File: src/rtl/fi_pkg.sv
package fi_pkg;
    localparam int DATA_W     = 32;
    localparam int KEY_W      = 24;
    localparam int NUM_FORCE  = 6;
    localparam logic [KEY_W-1:0] ACCESS_KEY = 24'h494649;
    localparam int LOCK_BIT   = 7;
    localparam int PARITY_BIT = 6;
    localparam int KEY_LSB    = DATA_W - KEY_W;

    typedef struct packed {
        logic                 accept;
        logic                 lock_req;
        logic                 parity_req;
        logic [NUM_FORCE-1:0] force_val;
    } fi_cmd_t;
endpackage

File: src/rtl/fi_key_gate.sv
module fi_key_gate
    import fi_pkg::*;
(
    input  logic              wr_en,
    input  logic [DATA_W-1:0] wr_data,
    input  logic              locked,
    output fi_cmd_t           cmd
);
    logic key_match;

    always_comb begin
        key_match      = (wr_data[DATA_W-1:KEY_LSB] == ACCESS_KEY);
        cmd.accept     = wr_en && key_match && !locked;
        cmd.lock_req   = wr_data[LOCK_BIT];
        cmd.parity_req = wr_data[PARITY_BIT];
        cmd.force_val  = wr_data[NUM_FORCE-1:0];
    end
endmodule

File: src/rtl/fi_force_bank.sv
module fi_force_bank #(
    parameter int N = 6
) (
    input  logic         clk,
    input  logic         rst_n,
    input  logic         load,
    input  logic [N-1:0] load_val,
    output logic [N-1:0] force_q
);
    for (genvar i = 0; i < N; i++) begin : g_bit
        logic bit_d;
        logic bit_q;

        always_comb begin
            bit_d = bit_q;
            if (load) bit_d = load_val[i];
        end

        always_ff @(posedge clk or negedge rst_n) begin
            if (!rst_n) bit_q <= 1'b0;
            else        bit_q <= bit_d;
        end

        assign force_q[i] = bit_q;
    end
endmodule

File: src/rtl/fi_flag_unit.sv
module fi_flag_unit (
    input  logic clk,
    input  logic rst_n,
    input  logic set_werr,
    input  logic set_sde,
    input  logic set_par,
    input  logic clr_status,
    input  logic clr_par,
    output logic werr_q,
    output logic sde_q,
    output logic par_q
);
    typedef struct packed {
        logic werr;
        logic sde;
        logic par;
    } flag_t;

    flag_t st_d, st_q;

    always_comb begin
        st_d = st_q;
        if (clr_status) begin
            st_d.werr = 1'b0;
            st_d.sde  = 1'b0;
        end
        if (clr_par)  st_d.par  = 1'b0;
        if (set_werr) st_d.werr = 1'b1;
        if (set_sde)  st_d.sde  = 1'b1;
        if (set_par)  st_d.par  = 1'b1;
    end

    always_ff @(posedge clk or negedge rst_n) begin
        if (!rst_n) st_q <= '0;
        else        st_q <= st_d;
    end

    assign werr_q = st_q.werr;
    assign sde_q  = st_q.sde;
    assign par_q  = st_q.par;

    a_r10_set_wins: assert property (@(posedge clk) disable iff (!rst_n)
        (set_werr && clr_status) |=> werr_q);
    a_r9_par_set_wins: assert property (@(posedge clk) disable iff (!rst_n)
        (set_par && clr_par) |=> par_q);
endmodule

File: src/rtl/fault_inject_ctrl.sv
module fault_inject_ctrl
    import fi_pkg::*;
(
    input  logic                 clk,
    input  logic                 rst_n,
    input  logic                 wr_en,
    input  logic [DATA_W-1:0]    wr_data,
    output logic [DATA_W-1:0]    rd_data,
    input  logic                 rx_active,
    input  logic                 tx_active,
    input  logic                 parity_err_in,
    input  logic                 parity_clr,
    input  logic                 status_clr,
    output logic [NUM_FORCE-1:0] force_o,
    output logic                 cfg_parity_fault_o,
    output logic                 parity_err_o,
    output logic                 sde_flag_o,
    output logic                 werr_flag_o
);
    typedef struct packed {
        logic lock;
        logic pulse;
    } ctl_t;

    ctl_t    ctl_d, ctl_q;
    fi_cmd_t cmd;
    logic    par_q;
    logic    par_ok, force_hit, lock_ok;

    fi_key_gate u_gate (
        .wr_en   (wr_en),
        .wr_data (wr_data),
        .locked  (ctl_q.lock),
        .cmd     (cmd)
    );

    fi_force_bank #(.N(NUM_FORCE)) u_force (
        .clk      (clk),
        .rst_n    (rst_n),
        .load     (cmd.accept),
        .load_val (cmd.force_val),
        .force_q  (force_o)
    );

    always_comb begin
        par_ok    = cmd.accept && cmd.parity_req && !rx_active && !tx_active;
        force_hit = cmd.accept && (cmd.force_val != '0);
        lock_ok   = cmd.accept && cmd.lock_req && !cmd.parity_req
                    && (cmd.force_val == '0) && (force_o == '0)
                    && !parity_err_o;
        ctl_d       = ctl_q;
        ctl_d.pulse = par_ok;
        if (lock_ok) ctl_d.lock = 1'b1;
    end

    always_ff @(posedge clk or negedge rst_n) begin
        if (!rst_n) ctl_q <= '0;
        else        ctl_q <= ctl_d;
    end

    fi_flag_unit u_flags (
        .clk        (clk),
        .rst_n      (rst_n),
        .set_werr   (force_hit || par_ok),
        .set_sde    (force_hit),
        .set_par    (par_ok),
        .clr_status (status_clr),
        .clr_par    (parity_clr),
        .werr_q     (werr_flag_o),
        .sde_q      (sde_flag_o),
        .par_q      (par_q)
    );

    always_comb begin
        rd_data           = '0;
        rd_data[LOCK_BIT] = ctl_q.lock;
    end

    assign cfg_parity_fault_o = ctl_q.pulse;
    assign parity_err_o       = par_q || parity_err_in;

    // the lock never falls once it is set
    a_r3_lock_holds: assert property (@(posedge clk) disable iff (!rst_n)
        rd_data[LOCK_BIT] |=> rd_data[LOCK_BIT]);
    // while locked, no write moves the force lines
    a_r3_locked_stable: assert property (@(posedge clk) disable iff (!rst_n)
        (rd_data[LOCK_BIT] && wr_en) |=> $stable(force_o));
    // a wrong key leaves the force lines and the lock alone
    a_r2_bad_key: assert property (@(posedge clk) disable iff (!rst_n)
        (wr_en && wr_data[DATA_W-1:KEY_LSB] != ACCESS_KEY)
        |=> ($stable(force_o) && $stable(rd_data)));
    // a parity pulse follows only a cycle with the engine idle
    a_r8_idle_only: assert property (@(posedge clk) disable iff (!rst_n)
        cfg_parity_fault_o |-> $past(!rx_active && !tx_active));
    // an accepted force write raises the static-data-error flag
    a_r7_sde_set: assert property (@(posedge clk) disable iff (!rst_n)
        (wr_en && wr_data[DATA_W-1:KEY_LSB] == ACCESS_KEY
         && !rd_data[LOCK_BIT] && wr_data[NUM_FORCE-1:0] != '0)
        |=> (sde_flag_o && werr_flag_o));
    // the lock rises only from a state with no pending fault
    a_r4_lock_clean: assert property (@(posedge clk) disable iff (!rst_n)
        $rose(rd_data[LOCK_BIT]) |-> (force_o == '0));
endmodule

File: config.mk
export PLATFORM = sky130hd
export DESIGN_NAME = fault_inject_ctrl
export DESIGN_NICKNAME = d
export VERILOG_FILES = /design/src/rtl/fi_pkg.sv /design/src/rtl/fi_key_gate.sv /design/src/rtl/fi_force_bank.sv /design/src/rtl/fi_flag_unit.sv /design/src/rtl/fault_inject_ctrl.sv
export SDC_FILE = /design/constraint.sdc
export NUM_CORES = 1
export LEC_CHECK = 0
export ABC_AREA = 1
export BUFFER_PORTS_ARGS = -buffer_cell sky130_fd_sc_hd__buf_2
export CORE_UTILIZATION = 30
export CTS_CLUSTER_SIZE = 25
export DETAILED_ROUTE_END_ITERATION = 10
export GPL_TIMING_DRIVEN = 0
export SYNTH_ARGS = -nofsm -noshare
export SYNTH_HDL_FRONTEND = slang
export SYNTH_SLANG_ARGS = --single-unit
export TNS_END_PERCENT = 1
File: constraint.sdc
create_clock -name clk -period 1.35 [get_ports clk]
set_input_delay 0.135 -clock clk [delete_from_list [all_inputs] [get_ports clk]]
set_output_delay 0.135 -clock clk [all_outputs]
set_load 0.02 [all_outputs]
==> results_dict.tcl <==
set metrics [dict create \
    min_period_ns 1.18 \
    antenna_left 0 \
    die_h_um 61.9 \
    skew_ns 0.00383 \
    cts_setup_buffers 0 \
    first_iter_violations 24 \
    fp-row-count 21 \
    cts_made_buffers 3 \
    syn_inst 160 \
    path_clk_slew_ns 0.07 \
    cts_max_path_buffers 2 \
    critPathArrivalTime_ns 1.35 \
    met1Wirelength_um 914 \
    grt_pass1_wl_um 3150 \
    slew_violations 0 \
    gp_congestion 0.721 \
    worst-path-buf-inv 2 \
    dieWidth_um 61.9 \
    grt_pass1_vias 836 \
    grt_overflow 0 \
    p_per_area_nw_per_um2 542 \
    synth_area_um2 1070 \
    via_per_inst 3.51 \
    ys_ff_latch 11 \
    drive_gt1_share_pct 44.1 \
    vias 1020 \
    initial_core_util_pct 31.7 \
    postCtsHoldBufs 1 \
    core_area_um2 3390 \
    hpwl_um 1870 \
    hold-worst-slack_ns 0.0361 \
    critPathRequiredTime_ns 1.52 \
    crit_type "reg -> reg" \
    maxCapViolations 0 \
    clock_sinks 11 \
    io_buffer_count 50 \
    synth.distinct_cells 18 \
    dr_wl_met3_um 157 \
    power.leakage_uw 0.00100 \
    path_delay_family "simple AND/OR/NAND/NOR gates" \
    ys_seq_area_share_pct 25.6 \
    path_cells "inv_2 > nand2_1 > nor2_1 > nand3_1 > inv_2 > nand2_4 > nand2_1 > nand2_1" \
    cp_slowest_cell "dfrtp_1" \
    fin_crit_sh_pct 87.3 \
    crit_path_max_incr_delay_ns 0.39 \
    diodes 0 \
    rr_worst_depth 8 \
    grt_max_degree 12 \
    holdPathStages 2 \
    cts_root_buffer "clkbuf_4" \
    syn2layout_area_growth_pct 42.5 \
    drcViolationCount 0 \
    nets 286 \
    first_pass_iters 6 \
    finalSetupTns_ns 0 \
    hold_viol 0 \
    io_pins 82 \
    wl_per_cell_um 7.14 \
    post_cts_resized 0 \
    syn_avg_cell_area_um2 6.72 \
    path_depth 8 \
    h-tree-depth 1 \
    grt_usage_pct 11.2 \
    worst_path_most_repeated_cell "nand2_1" \
    path_max_fanout 7 \
    end_kind "flip-flop" \
    cp-start-kind "flip-flop" \
    dieArea_um2 3830 \
    status "finished clean" \
    rsz0062_at_grt "false" \
    clkLatencyLatePin_ns 0.27 \
    top_layer_used "met4" \
    cts_tree "built" \
    max-vdd-ir-drop_v 0.000214 \
    ys_warn_count 0 \
    route.met2.wl_um 967 \
    setup_violations 0 \
    routed_wl_um 2080 \
    fmax_mhz 849 \
    hold_class "in -> reg" \
    antenna_found_initial 0 \
]
cell usage in the layout (no fill, tap or decap), types with 2 or more instances in the layout:
master,count
nor3_1,2
nand2_2,3
nand4_1,2
nand2_1,36
inv_2,7
clkbuf_4,3
nor2_4,3
nor2_1,21
buf_4,38
buf_2,50
dfrtp_1,11
inv_1,17
nand3_1,13
conb_1,31
sequential cells by signal (all words and copies together) (netlist names):
name                 cells
cfg_parity_fault_o       1
rd_data                  1
u_flags.par_q            1
u_flags.sde_q            1
u_flags.werr_q           1
u_force.g_bit.bit_q      6
per-stage QoR:
step / cell area, µm² / setup WS [ns] / std cells / utilization (%) / total power [µW]
2_1_floorplan: 1190 / 0.310 / 190 / - / 528
3_3_place_gp: 1500 / 0.179 / 286 / 44.1 / 607
3_5_place_dp: 1500 / 0.168 / 286 / 44.1 / 607
4_1_cts: 1530 / 0.164 / 291 / 45.2 / 829
5_1_grt: 1530 / 0.0351 / 291 / 45.2 / 884
6_report: 1530 / 0.172 / 291 / 45.2 / 829
cells in the mapped netlist (all sizes together):
| library cell | instances | area share [%] |
|---|---|---|
| nand3 | 14 | 7.7 |
| inv | 24 | 8.4 |
| and2 | 1 | 0.58 |
| buf | 38 | 27 |
| nand4 | 2 | 1.2 |
| conb | 1 | 0.35 |
| dfrtp | 11 | 26 |
| nand2 | 40 | 15 |
| nor2 | 26 | 13 |
| o21ai | 1 | 0.47 |
| nor3 | 2 | 0.93 |
worst reg2reg max path: stages, from the launching register on:
cell     delay, ns
dfrtp_1       0.39
inv_2         0.07
nand2_1       0.04
nor2_1        0.08
nand3_1       0.11
inv_2         0.16
nand2_4       0.10
nand2_1       0.08
nand2_1       0.05
cell type report:
cell class              instances  area (µm²)
plain buffers                  38         285
inverters                      24        90.1
multi-input cells             117         537
well taps                      46        57.6
repair buffers                 51         260
flip-flops and latches         11         275
fillers                       352        1860
clock buffers                   4        26.3
path summary, 6_finish.rpt:
kind                          startpoint                     end  slack, ns
max in group asynchronous          rst_n              rd_data[7]       0.89
min                           parity_clr           u_flags.par_q       0.04
min reg2reg                u_flags.sde_q           u_flags.sde_q       0.49
min in group asynchronous          rst_n  u_force.g_bit[1].bit_q       0.26
max reg2reg                   rd_data[7]  u_force.g_bit[0].bit_q       0.17
max                           rd_data[7]  u_force.g_bit[0].bit_q       0.17
logic make-up (layout without fill, tap and decap cells):
logic type	count (synthesis)	count (layout)	share of synthesized area [%]
buffers and inverters	62	117	34.9
flip-flops	11	11	25.6
AND/OR/NAND/NOR	85	85	38.7
AO/OA/AOI/OAI	1	1	0.465
other	1	31	0.349
layer usage:
layer / global-route usage [%] / up-vias
li1: - / 582
met1: 13.1 / 389
met3: 1.45 / 4
met4: 6.67 / 0
met2: 19.4 / 45
met5: 0 / -
power breakdown:
group | total [µW] | switching, µW | internal [µW]
logic | 275 | 153 | 122
clock network | 225 | 111 | 115
registers | 329 | 0.0000000000000298 | 329
No activity file was read; power rests on OpenSTA's default activity.
